File: config.mk
export PLATFORM = sky130hd
export DESIGN_NAME = boot_seq
export DESIGN_NICKNAME = d
export VERILOG_FILES = /design/src/rtl/boot_seq_pkg.sv /design/src/rtl/boot_rst_ctrl.sv /design/src/rtl/boot_dma_eng.sv /design/src/rtl/boot_seq.sv
export SDC_FILE = /design/constraint.sdc
export NUM_CORES = 1
export LEC_CHECK = 0
export ABC_AREA = 1
export BUFFER_PORTS_ARGS = -buffer_cell sky130_fd_sc_hd__buf_4
export CAP_MARGIN = 20
export CORE_MARGIN = 2
export CORE_UTILIZATION = 55
export DETAILED_ROUTE_END_ITERATION = 10
export PLACE_DENSITY = 0.9
export SLEW_MARGIN = 5
export SYNTH_ARGS = -nofsm -noshare
export SYNTH_HDL_FRONTEND = slang
export SYNTH_SLANG_ARGS = --single-unit
File: constraint.sdc
create_clock -name clk -period 2 [get_ports clk]
set_input_delay 0.3 -clock clk [delete_from_list [all_inputs] [get_ports clk]]
set_output_delay 0.3 -clock clk [all_outputs]
set_load 0.02 [all_outputs]
File: src/rtl/boot_seq_pkg.sv
package boot_seq_pkg;

    typedef enum logic [2:0] {
        ST_HOLD = 3'd0,
        ST_BUSW = 3'd1,
        ST_DMA  = 3'd2,
        ST_HOST = 3'd3,
        ST_RUN  = 3'd4
    } seq_state_e;

    localparam logic [1:0] MODE_DMA  = 2'b00;
    localparam logic [1:0] MODE_NONE = 2'b01;

endpackage

File: src/rtl/boot_rst_ctrl.sv
// Reset hold timing and boot-mode latch.
module boot_rst_ctrl #(
    parameter int PLL_WAIT = 2000,
    parameter int MIN_RST  = 4
) (
    input  logic       clk,
    input  logic       por_n,
    input  logic       rst_n,
    input  logic [1:0] mode_pins,
    output logic       in_rst,
    output logic       release_go,
    output logic [1:0] boot_mode
);
    localparam int CNT_W = $clog2(PLL_WAIT + 1);
    localparam logic [CNT_W-1:0] CNT_MAX  = CNT_W'(PLL_WAIT);
    localparam logic [CNT_W-1:0] COLD_LIM = CNT_W'(PLL_WAIT - 1);
    localparam logic [CNT_W-1:0] WARM_LIM = CNT_W'(MIN_RST - 1);

    typedef struct packed {
        logic             in_rst;
        logic             warm;
        logic [CNT_W-1:0] cnt;
        logic [1:0]       mode;
    } rst_regs_t;

    rst_regs_t q, d;
    logic [CNT_W-1:0] cnt_inc;
    logic [CNT_W-1:0] lim;
    logic             go;

    always_comb begin
        cnt_inc = (q.cnt == CNT_MAX) ? q.cnt : q.cnt + 1'b1;
        lim     = q.warm ? WARM_LIM : COLD_LIM;
        go      = q.in_rst && rst_n && (q.cnt >= lim);
        d       = q;
        if (!rst_n) begin
            d.in_rst = 1'b1;
            d.mode   = mode_pins;
            d.cnt    = q.in_rst ? cnt_inc : '0;
        end else if (q.in_rst) begin
            if (go) begin
                d.in_rst = 1'b0;
                d.warm   = 1'b1;
                d.cnt    = '0;
            end else begin
                d.cnt = cnt_inc;
            end
        end
    end

    always_ff @(posedge clk or negedge por_n) begin
        if (!por_n) begin
            q.in_rst <= 1'b1;
            q.warm   <= 1'b0;
            q.cnt    <= '0;
            q.mode   <= 2'b00;
        end else begin
            q <= d;
        end
    end

    assign in_rst     = q.in_rst;
    assign release_go = go;
    assign boot_mode  = q.mode;

    p_clr_on_reset_r3: assert property (@(posedge clk) disable iff (!por_n)
        !rst_n |=> in_rst);

    p_mode_frozen_r4: assert property (@(posedge clk) disable iff (!por_n)
        rst_n |=> $stable(boot_mode));

    p_release_needs_high_r2: assert property (@(posedge clk) disable iff (!por_n)
        $fell(in_rst) |-> $past(rst_n));

endmodule

File: src/rtl/boot_dma_eng.sv
// Byte-to-word boot copy engine.
module boot_dma_eng #(
    parameter int BOOT_WORDS = 32,
    parameter int WORD_W     = 24,
    parameter int BYTE_W     = 8,
    parameter int BADDR_W    = 16,
    parameter int PADDR_W    = 14
) (
    input  logic               clk,
    input  logic               por_n,
    input  logic               active,
    output logic               bm_rd_en,
    output logic [BADDR_W-1:0] bm_addr,
    input  logic [BYTE_W-1:0]  bm_rdata,
    output logic               pm_we,
    output logic [PADDR_W-1:0] pm_addr,
    output logic [WORD_W-1:0]  pm_wdata,
    output logic               last_wr
);
    localparam int BPW    = WORD_W / BYTE_W;
    localparam int NBYTES = BOOT_WORDS * BPW;
    localparam int IDX_W  = $clog2(NBYTES + 1);
    localparam int SUB_W  = (BPW > 1) ? $clog2(BPW) : 1;
    localparam int WRD_W  = $clog2(BOOT_WORDS);
    localparam logic [IDX_W-1:0] IDX_END  = IDX_W'(NBYTES);
    localparam logic [SUB_W-1:0] SUB_LAST = SUB_W'(BPW - 1);
    localparam logic [WRD_W-1:0] WRD_LAST = WRD_W'(BOOT_WORDS - 1);

    typedef struct packed {
        logic [IDX_W-1:0]  rd_idx;
        logic              vld;
        logic [SUB_W-1:0]  sub;
        logic [WORD_W-1:0] acc;
        logic [WRD_W-1:0]  wr_idx;
        logic              we;
        logic [WRD_W-1:0]  waddr;
        logic [WORD_W-1:0] wdata;
    } dma_regs_t;

    dma_regs_t q, d;
    logic              issue;
    logic [WORD_W-1:0] shifted;

    always_comb begin
        issue   = active && (q.rd_idx < IDX_END);
        shifted = {q.acc[WORD_W-BYTE_W-1:0], bm_rdata};
        d       = q;
        d.vld   = 1'b0;
        d.we    = 1'b0;
        if (!active) begin
            d = '0;
        end else begin
            if (issue) begin
                d.rd_idx = q.rd_idx + 1'b1;
                d.vld    = 1'b1;
            end
            if (q.vld) begin
                d.acc = shifted;
                if (q.sub == SUB_LAST) begin
                    d.sub    = '0;
                    d.we     = 1'b1;
                    d.waddr  = q.wr_idx;
                    d.wdata  = shifted;
                    d.wr_idx = q.wr_idx + 1'b1;
                end else begin
                    d.sub = q.sub + 1'b1;
                end
            end
        end
    end

    always_ff @(posedge clk or negedge por_n) begin
        if (!por_n) begin
            q <= '0;
        end else begin
            q <= d;
        end
    end

    assign bm_rd_en = issue;
    assign bm_addr  = BADDR_W'(q.rd_idx);
    assign pm_we    = q.we;
    assign pm_addr  = PADDR_W'(q.waddr);
    assign pm_wdata = q.wdata;
    assign last_wr  = q.we && (q.waddr == WRD_LAST);

    p_write_spacing_r5: assert property (@(posedge clk) disable iff (!por_n)
        pm_we |=> !pm_we);

    p_read_addr_step_r5: assert property (@(posedge clk) disable iff (!por_n)
        (bm_rd_en && $past(bm_rd_en)) |-> (bm_addr == $past(bm_addr) + 1'b1));

endmodule

File: src/rtl/boot_seq.sv
// Reset and boot-load sequencer top.
module boot_seq
    import boot_seq_pkg::*;
#(
    parameter int PLL_WAIT   = 2000,
    parameter int MIN_RST    = 4,
    parameter int BOOT_WORDS = 32,
    parameter int WORD_W     = 24,
    parameter int BYTE_W     = 8,
    parameter int BADDR_W    = 16,
    parameter int PADDR_W    = 14
) (
    input  logic               clk,
    input  logic               por_n,
    input  logic               rst_n,
    input  logic [1:0]         mode_pins,
    input  logic               bus_req,
    input  logic               host_we,
    input  logic [PADDR_W-1:0] host_addr,
    output logic               bm_rd_en,
    output logic [BADDR_W-1:0] bm_addr,
    input  logic [BYTE_W-1:0]  bm_rdata,
    output logic               pm_we,
    output logic [PADDR_W-1:0] pm_addr,
    output logic [WORD_W-1:0]  pm_wdata,
    output logic               core_clr,
    output logic               core_run,
    output logic               boot_done,
    output logic               fetch_ext,
    output logic [1:0]         boot_mode
);
    typedef struct packed {
        seq_state_e state;
        logic       run;
        logic       done;
    } top_regs_t;

    top_regs_t q, d;
    logic      in_rst;
    logic      go;
    logic      dma_active;
    logic      dma_last;
    logic [1:0] mode;

    boot_rst_ctrl #(
        .PLL_WAIT(PLL_WAIT),
        .MIN_RST (MIN_RST)
    ) u_rst (
        .clk       (clk),
        .por_n     (por_n),
        .rst_n     (rst_n),
        .mode_pins (mode_pins),
        .in_rst    (in_rst),
        .release_go(go),
        .boot_mode (mode)
    );

    assign dma_active = (q.state == ST_DMA) && rst_n;

    boot_dma_eng #(
        .BOOT_WORDS(BOOT_WORDS),
        .WORD_W    (WORD_W),
        .BYTE_W    (BYTE_W),
        .BADDR_W   (BADDR_W),
        .PADDR_W   (PADDR_W)
    ) u_dma (
        .clk     (clk),
        .por_n   (por_n),
        .active  (dma_active),
        .bm_rd_en(bm_rd_en),
        .bm_addr (bm_addr),
        .bm_rdata(bm_rdata),
        .pm_we   (pm_we),
        .pm_addr (pm_addr),
        .pm_wdata(pm_wdata),
        .last_wr (dma_last)
    );

    always_comb begin
        d = q;
        if (!rst_n) begin
            d.state = ST_HOLD;
            d.run   = 1'b0;
            d.done  = 1'b0;
        end else begin
            unique case (q.state)
                ST_HOLD: begin
                    if (go) begin
                        if (bus_req)                d.state = ST_BUSW;
                        else if (mode == MODE_NONE) begin d.state = ST_RUN; d.run = 1'b1; end
                        else if (mode == MODE_DMA)  d.state = ST_DMA;
                        else                        d.state = ST_HOST;
                    end
                end
                ST_BUSW: begin
                    if (!bus_req) begin
                        if (mode == MODE_NONE)     begin d.state = ST_RUN; d.run = 1'b1; end
                        else if (mode == MODE_DMA) d.state = ST_DMA;
                        else                       d.state = ST_HOST;
                    end
                end
                ST_DMA: begin
                    if (dma_last) begin
                        d.state = ST_RUN;
                        d.run   = 1'b1;
                        d.done  = 1'b1;
                    end
                end
                ST_HOST: begin
                    if (host_we && (host_addr == '0)) begin
                        d.state = ST_RUN;
                        d.run   = 1'b1;
                        d.done  = 1'b1;
                    end
                end
                ST_RUN:  d.state = ST_RUN;
                default: d.state = ST_HOLD;
            endcase
        end
    end

    always_ff @(posedge clk or negedge por_n) begin
        if (!por_n) begin
            q.state <= ST_HOLD;
            q.run   <= 1'b0;
            q.done  <= 1'b0;
        end else begin
            q <= d;
        end
    end

    assign core_clr  = in_rst;
    assign core_run  = q.run;
    assign boot_done = q.done;
    assign fetch_ext = (mode == MODE_NONE);
    assign boot_mode = mode;

    p_run_sticky_r10: assert property (@(posedge clk) disable iff (!por_n)
        (core_run && rst_n) |=> core_run);

    p_host_quiet_r7: assert property (@(posedge clk) disable iff (!por_n)
        (q.state == ST_HOST) |-> (!bm_rd_en && !pm_we));

    p_bus_defer_r9: assert property (@(posedge clk) disable iff (!por_n)
        (q.state == ST_BUSW && bus_req && rst_n) |=> (q.state == ST_BUSW && !core_run));

    p_no_run_in_reset_r3: assert property (@(posedge clk) disable iff (!por_n)
        core_clr |-> (!core_run && !boot_done));

endmodule

; Word-level counts from Yosys, hierarchy flattened
; Cells that the tools add are included.
[totals]
ff_bits = 81
latch_bits = 0
mem_bits_rw = 0
rom_bits = 0
inputBits = 29
out_inout_bits = 62
word_cells = 80
memories = 0
[op_classes]
addsub = 4
n_mul = 0
n_div = 0
magnitude_cmp = 2
eq_ne = 19
n_shift = 0
n_mux = 26
bitwise = 0
n_reduce_logical = 14
[op_table]
columns = operator, n
row1 = $mux W69, 1
row2 = $mux W61, 1
row3 = $mux W11, 5
row4 = $mux W35, 1
row5 = $mux W5, 3
row6 = $ne A3 B3 Y1 const B, 5
row7 = $pmux W3 S5, 1
row8 = $logic_not A14 Y1, 1
row9 = $mux W13, 1
row10 = $add A11 B1 Y11 const B, 1
row11 = $eq A11 B11 Y1 const B, 1
row12 = $ge A11 B11 Y1, 1
row13 = $mux W4, 2
row14 = $mux W8, 1
row15 = $add A7 B1 Y7 const B, 1
row16 = $lt A7 B7 Y1 const B, 1
row17 = $eq A3 B2 Y1 const B, 2
row18 = $logic_and A1 B1 Y1, 6
row19 = $mux W3, 2
row20 = $ne A2 B2 Y1 const B, 3
row21 = $reduce_and A3 Y1, 2
row22 = $reduce_and A6 Y1, 1
row23 = $add A5 B1 Y5 const B, 1
row24 = $eq A5 B5 Y1 const B, 1
row25 = other kinds (16), 20

; Logic depth before layout (Yosys ltp)
; Gate-level depths: netlist of run 1.
[logic_depth]
word_depth = 7
depth_mapped = 12
ltp_nobuf = 12

; Modules after synthesis
; From an unflattened synthesis of run 1, not the netlist that was laid out.
[unflattened]
cells_unflattened = 518
hier_area_um2 = 4510.6
[modules_own_cells]
columns = module, n_inst, cells_per_inst, area_per_inst_um2
row1 = boot_dma_eng, 1, 303, 3004.1
row2 = boot_rst_ctrl, 1, 152, 1093.5
row3 = boot_seq, 1, 63, 412.9

; Worst setup path after synthesis of run 1
; No wires, ideal clock.
[synth_path]
path_kind = reg-to-reg
start = register u_rst.q[13] in the netlist's numbering
end = register u_rst.q[10] in the netlist's numbering
setup_ns = 0.128
arrival_time_ns = 1.465
slack_ns = 0.408
stages_incl_launch_ff = 12
period_less_slack_ns = 1.592
path_cell_list = dfrtp_1 -> ha_1 -> nand2_1 -> inv_1 -> nand2_1 -> nor2_1 -> nand2_1 -> nand3_1 -> nand2_1 -> nand2_1 -> buf_2 -> o21ai_0
[synth_between]
elab_chain_cells = 6
[synth_lines]
columns = item, line
row1 = "start, declared", boot_rst_ctrl.sv:26  ; rst_regs_t q, d;
row2 = $mux W11, boot_rst_ctrl.sv:33  ; lim = q.warm ? WARM_LIM : COLD_LIM;
row3 = $ge A11 B11 Y1, boot_rst_ctrl.sv:34  ; go = q.in_rst && rst_n && (q.cnt >= lim);
row4 = $logic_and A1 B1 Y1, boot_rst_ctrl.sv:34
row5 = $mux W11, boot_rst_ctrl.sv:41  ; if (go) begin
row6 = $mux W13, boot_rst_ctrl.sv:40  ; end else if (q.in_rst) begin
row7 = $mux W11, boot_rst_ctrl.sv:36  ; if (!rst_n) begin
; No other way between the ends. The select of a mux whose other input is x is not followed.
; A chain may end at the register's enable or synchronous reset.

; Final worst setup path of run 1
[layout_path]
start = register q[4] in the netlist's numbering
end = output port bm_rd_en
[layout_between]
elab_chain_cells = 3
[layout_lines]
columns = item, line
row1 = "start, declared", boot_seq.sv:38  ; top_regs_t q, d;
row2 = $eq A3 B2 Y1, boot_seq.sv:58  ; assign dma_active = (q.state == ST_DMA) && rst_n;
row3 = $logic_and A1 B1 Y1, boot_seq.sv:58
row4 = $logic_and A1 B1 Y1, boot_dma_eng.sv:45  ; issue = active && (q.rd_idx < IDX_END);
row5 = "end, declared", boot_seq.sv:20  ; output logic bm_rd_en,
; No other way between the ends.

==> impl_metrics.ini, run 1 <==
[clocking]
clkTransAtPathRegs_ns = 0.08
cts_root_buffer = clkbuf_8
h-tree-depth = 3
cts_max_path_buffers = 2
clkSinkCount = 81
cts_tree = built
cts_buffers = 9
clk_latency_ns = 0.35

[floorplanning]
start_util_pct = 56.3
top_level_ports = 91
die_x_um = 92.7
die_h_um = 92.7
rows = 32
core_sq_mm = 0.00769
dieArea_sq_mm = 0.00860

[synth]
ys_warn_count = 0
async_reset_ff_share_pct = 100
synth_cells = 494
syn_area_sq_mm = 0.00433
syn_avg_cell_area_sq_um = 8.77
synth_cell_type_count = 35
synth-seq-cells = 81
seq_area_frac_synth_pct = 46.8
yosys_most_used_dff = dfrtp_1
synth_edf_count = 0

[power]
p_per_area_mw_per_mm2 = 864
power_mw = 4.20
p_leak_nw = 2.35
ir_worst_vdd_uv = 399

[sta]
max_freq_ghz = 0.522
skew_ns = 0.00888
setup_viol = 0
fin_hold_ws_ns = 0.161
layout_worst_path_cycle_share_pct = 95.7
worst_slack_ns = 0.0859
worst_pin_slew_ns = 0.679
maxSlewHeadroom_pct = 54.7
fin_crit_ns = 1.91
finalMaxSlewViolations = 0
finalHoldViolations = 0

[placed_design]
place_congestion = 0.908
dp.cells = 622
io_buffers = 72
dp_hpwl_mm = 6.45
dp_slack_ns = 0.0358

[routing]
drt-pass1-iter-count = 4
drtIter0Drc = 256
wirelength_mm = 9.34
ant_nets = 0
via_count = 3396
routedWlPerCell_um = 14.6
post-route-drc-count = 0
vias_per_cell = 5.31

[worst_setup_path]
worstPathCellList = nor2_4 > nand2_4 > nor2_8 > inv_4 > nor2_4 > buf_4
crit_buf_inv = 2
crit_top_cell = nor2_4
crit_arrival_ns = 1.61
critPathSlowestCell = dfrtp_2
cp.required_ns = 1.70
cp_top_family = simple AND/OR/NAND/NOR gates
end_kind = primary output
critPathKind = flip-flop to primary output
crit_path_start_kind = flip-flop
max_stage_delay_ns = 0.45
path_max_fanout = 10

[layout]
fin_cells = 640
nFillCells = 655
drive_gt1_share_pct = 24.3
multi_input_area_sq_mm = 0.00169
regArea_sq_mm = 0.00203
fin_nets = 573
synthToLayoutAreaGrowth_pct = 12.2
antenna_cells = 0

[job]
cap_viol_max_count = 0

[run_status]
outcome = completed

[global_routing]
grt_antenna_before_repair = 0
grt_max_degree = 49
grt_pass1_wl_mm = 15.5
overflow = 0
grt.total_usage_pct = 22.6
grt_pass1_vias = 3344

[hold_path]
worstHoldPathType = input pin to flip-flop
## worst reg2reg max path: stages (launching register included)
cell and delay (ns):
dfrtp_2 0.48, ha_1 0.35, inv_1 0.05, nor2_1 0.07, nand2_1 0.06, nand2_1 0.06, nand2_1 0.05, nand3_1 0.07
nand2_1 0.13, nand2_4 0.15, inv_1 0.08, nand2_1 0.06, o21ai_0 0.08
## layout by cell type, fill, tap and decap left out, drive strengths merged, types with 3 or more instances in the layout
cell	count
nor2	29
o21ai	45
nand4	8
inv	53
o22ai	15
ha	11
nor3	11
nand3	36
a21oi	22
xor2	6
conb	18
buf	79
nor4	3
clkbuf	12
nand2	95
dfrtp	80
## metrics by stage
stage                     utilization [%]  setup TNS [ns]  instance area [sq um]
after floorplan                         -               0                   4390
after global placement               60.2               0                   4630
after detailed placement             60.2               0                   4630
after CTS                            62.9               0                   4830
after global routing                 63.2        -0.00137                   4860
final                                63.2               0                   4860
## cells in the mapped netlist (3+ instances only)
cell       n  area share [%]
dfrtp_1   80              46
clkbuf_1   5            0.43
nor3_1    10             1.2
o21ai_0   26             3.0
nand4_1    8             1.2
nand2_1   94             8.1
inv_1     45             3.9
nor4_1     3            0.43
nor2_1    26             2.3
buf_2      5            0.58
o21ai_2   19             3.8
inv_2      5            0.43
buf_4     57             9.9
ha_1      11             3.2
nand3_1   36             4.2
xor2_1     6             1.2
a21oi_1   22             2.5
o22ai_1   14             2.0
## logic make-up (layout without fill, tap and decap cells)
family	Yosys count	after routing	synth area share, %
DFF	81	81	46.8
other	1	18	0.0866
and+or+nand+nor	183	183	19.3
AOI/OAI and AO/OA	90	90	13.1
xor gates and xnor gates	7	7	1.42
buffers and inverters	121	148	16.0
adders and majority gates	11	11	3.18
## power by group
part	switching, mW	leakage [nW]	internal (mW)
Sequential	0.142	1.11	1.75
Clock	0.578	0.0970	0.614
Combinational	0.731	1.15	0.379
Total	1.45	2.35	2.75
## routing by layer
metal | track usage [%] | vias to the layer above | wire length [um] | share of wire (%)
met1 | 29.1 | 1619 | 3970 | 42
met5 | 0 | - | 0 | 0
met2 | 37.8 | 125 | 4660 | 50
li1 | - | 1639 | - | -
met4 | 8.46 | 0 | 131 | 1.4
met3 | 4.56 | 13 | 578 | 6.2
## cell type report
class	count	area share (%)
Inverter	52	4.12
Clock inverter	4	1.06
Timing Repair Buffer	80	12.7
Sequential cell	81	41.8
Clock buffer	12	2.99
Multi-Input combinational cell	309	34.8
Tap cell	102	2.63
## sequential cells by signal, summed over array words and instances, names as in the netlist, 2 cells and up
register / cells
u_dma.pm_addr: 5
u_dma.bm_addr: 7
u_dma.pm_wdata: 24
u_rst.boot_mode: 2
u_dma.q: 24
u_rst.q: 12
q: 3
## path summary, 6_finish.rpt
check,from,endpoint,slack [ns],cells after the start
setup / recovery,q[4],bm_rd_en,0.09,6
hold / removal,rst_n,u_rst.in_rst,0.16,2
setup reg to reg,u_rst.q[13],u_rst.q[12],0.19,12
hold reg to reg,u_dma.q[34],u_dma.q[34],0.46,1
max in group asynchronous,por_n,u_rst.in_rst,0.90,3
min in group asynchronous,por_n,u_dma.pm_wdata[5],0.44,2
## repair_timing
action | 4_1_cts | 5_1_grt
setup endpoints to repair | 1 | 13
endpoints found under the hold margin | 33 | 0
gates resized for setup | 1 | 6
pin swaps | 1 | 1
hold buffers | 1 | 0
buffers inserted | 0 | 1
(Power assumes the default switching activity.)
==> inputs of run 2 (changes only) <==
ABC_AREA = 0   (was 1)
BUFFER_PORTS_ARGS = default   (was -buffer_cell sky130_fd_sc_hd__buf_4)
CAP_MARGIN = default   (was 20)
CORE_UTILIZATION = 63   (was 55)
DONT_BUFFER_PORTS = 1   (was default)
PLACE_DENSITY = 0.89   (was 0.9)
==> run 2 against run 1 <==
  * Area after synthesis decreased by 3.9%
  * The run now ends with hold timing left
  * Sequential share of layout area increased by 6.8 points
  * Critical path depth unchanged
  * Clock skew increased by 0.0026 ns
  * Largest power group unchanged
  * Sequential cell count unchanged
  * Sequential power increased by 3%
==> impl_metrics.ini, run 2 <==
[synth]
synthTopCellsByArea = dfrtp_1 48%, buf_4 10%, nand2_1 5.5%, a21oi_1 5.1%, mux2i_1 4.6%
syn_area_sq_mm = 0.00416
synth-seq-cells = 81
yosysTopAreaCellShare_pct = 48.1
yosysTopAreaCell = dfrtp_1
ys_warn_count = 0
synth_cells = 433
synth_top_cells_by_count = 80 x dfrtp_1, 61 x nand2_1, 57 x buf_4
seq_area_frac_synth_pct = 48.8
syn_avg_cell_area_sq_um = 9.61
async_reset_ff_share_pct = 100
synth_cell_type_count = 48
synth_edf_count = 0
synth.most_common_cell = dfrtp_1
yosys_most_used_dff = dfrtp_1

[layout]
fin_cells = 480
antenna_cells = 0
final_cell_mix = 79 x dfrtp_1, 61 x nand2_1, 45 x nor2_1
final_common_cell = dfrtp_1
final_area_sq_mm = 0.00418
synthToLayoutAreaGrowth_pct = 0.451
regArea_sq_mm = 0.00203
drive_gt1_share_pct = 11.4
nFillCells = 507
multi_input_area_sq_mm = 0.00170
final_util_pct = 65.4
fin_nets = 438

[floorplanning]
start_util_pct = 65.1
rows = 29
die_x_um = 85.3
dieArea_sq_mm = 0.00727
top_level_ports = 91
die_h_um = 85.3
core_sq_mm = 0.00639

[routing]
wirelength_mm = 8.07
routedWlPerCell_um = 16.8
via_count = 2816
ant_nets = 0
drtIter0Drc = 208
post-route-drc-count = 0
vias_per_cell = 5.87
drt-pass1-iter-count = 4

[sta]
skew_ns = 0.0114
fin_crit_ns = 1.98
maxSlewHeadroom_pct = 60.9
layout_worst_path_cycle_share_pct = 99.1
finalMaxSlewViolations = 0
rsz0062_at_grt = yes
setup-tns-final_ns = 0
finalHoldViolations = 81
max_freq_ghz = 0.505
setup_viol = 0
fin_hold_ws_ns = -0.365
worst_pin_slew_ns = 0.587

[hold_path]
worstHoldPathType = input pin to asynchronous set/reset pin

[global_routing]
grt_pass1_vias = 2764
grt.total_usage_pct = 23.3
grt_antenna_before_repair = 0
grt_max_degree = 82
grt_pass1_wl_mm = 13.3
overflow = 0

[power]
p_per_area_mw_per_mm2 = 1070
ir_worst_vdd_uv = 780
p_leak_nw = 1.75

[clocking]
h-tree-depth = 3
cts_tree = built
cts_max_path_buffers = 2
cts_buffers = 9
clk_latency_ns = 0.36
cts_root_buffer = clkbuf_8
clkTransAtPathRegs_ns = 0.08
clkSinkCount = 81

[run_status]
violations = hold timing
outcome = complete, but fails checks

[placed_design]
placed_area_sq_mm = 0.00391
place_congestion = 0.841
dp_hpwl_mm = 5.42
dp.cells = 463
io_buffers = 0

[worst_setup_path]
reg2reg_depth = 6
crit_path_start_kind = flip-flop
timing.rr.end = q[4]
cp.required_ns = 2.25
crit_start = u_rst.q[13]
rrSetupSlack_ns = 0.02
crit_arrival_ns = 2.23
r2r-start = u_rst.q[13]
end_kind = flip-flop
crit_end = q[4]
critPathKind = flip-flop to flip-flop
path_max_fanout = 8

[job]
cap_viol_max_count = 0
[run 2: cell types whose count changed after synthesis, sizes merged, moves of 15 or more]
cell / previous run / this run
inv: 52 / 3
a21oi: 22 / 42
o22ai: 15 / 0
nand2: 95 / 61
mux2i: 0 / 19
o21ai: 45 / 3
nor2: 29 / 46
[run 2: how the worst min path moves through the flow]
stage               cells after the start  slack [ns]                 end
global route                            0       -0.40         u_dma.q[32]
global placement                        0       0.007          u_rst.q[6]
floorplan                               0       0.004           boot_done
CTS                                     0       -0.39  u_rst.boot_mode[1]
finish                                  0       -0.36         u_dma.pm_we
detailed placement                      0       0.007          u_rst.q[6]
[run 2: layout make-up]
cell class              instances  share of cell area (%)
repair buffers                 14                    2.81
well taps                      77                    2.31
clock inverters                 6                    2.22
flip-flops and latches         81                    48.6
multi-input cells             289                    40.8
clock buffers                  10                    3.05
inverters                       3                   0.269
[run 2: worst max-delay path: stages (launching register included)]
cell	delay, ns
dfrtp_2	0.50
ha_4	0.29
nand4bb_1	0.09
o32a_2	0.39
o21bai_4	0.19
a2111oi_4	0.11
nor4_2	0.30
[run 2: stage by stage]
stage / hold WS, ns / power [mW] / setup WS, ns
4_1_cts: -0.387 / 4.40 / 0.00761
6_report: -0.365 / 4.46 / 0.0183
2_1_floorplan: 0.00441 / 2.84 / 0.165
5_1_grt: -0.397 / 4.68 / -0.0720
3_3_place_gp: 0.00655 / 3.03 / 0.0937
3_5_place_dp: 0.00694 / 3.08 / 0.0368
[run 2: layer usage]
| layer | GRT usage [%] | up-vias | wire (um) |
|---|---|---|---|
| met5 | 0 | - | 0 |
| met4 | 8.95 | 0 | 150 |
| met2 | 37.4 | 114 | 3980 |
| li1 | - | 1324 | - |
| met1 | 29.6 | 1368 | 3280 |
| met3 | 7.30 | 10 | 667 |
[run 2: what timing repair did]
action                     CTS  global route
hold endpoints to repair    81            81
setup buffers                0             1
setup endpoints to repair    0            13
gates resized for setup      0             4
[run 2: kinds of logic (layout without fill, tap and decap cells)]
logic type	Yosys count	after routing	share of synthesized area (%)
AOI/OAI and AO/OA	58	58	8.36
xor gates and xnor gates	14	14	2.95
adders and majority gates	11	11	3.31
buffers and inverters	80	33	12.8
DFF	81	81	48.8
muxes	21	21	5.11
other	1	18	0.0901
and+or+nand+nor	167	167	18.6
[run 2: power breakdown]
group	total (mW)	switching [mW]	internal (mW)	leakage, nW
clock network	1.31	0.606	0.707	0.103
registers	1.94	0.185	1.75	1.11
logic	1.21	0.683	0.524	0.535
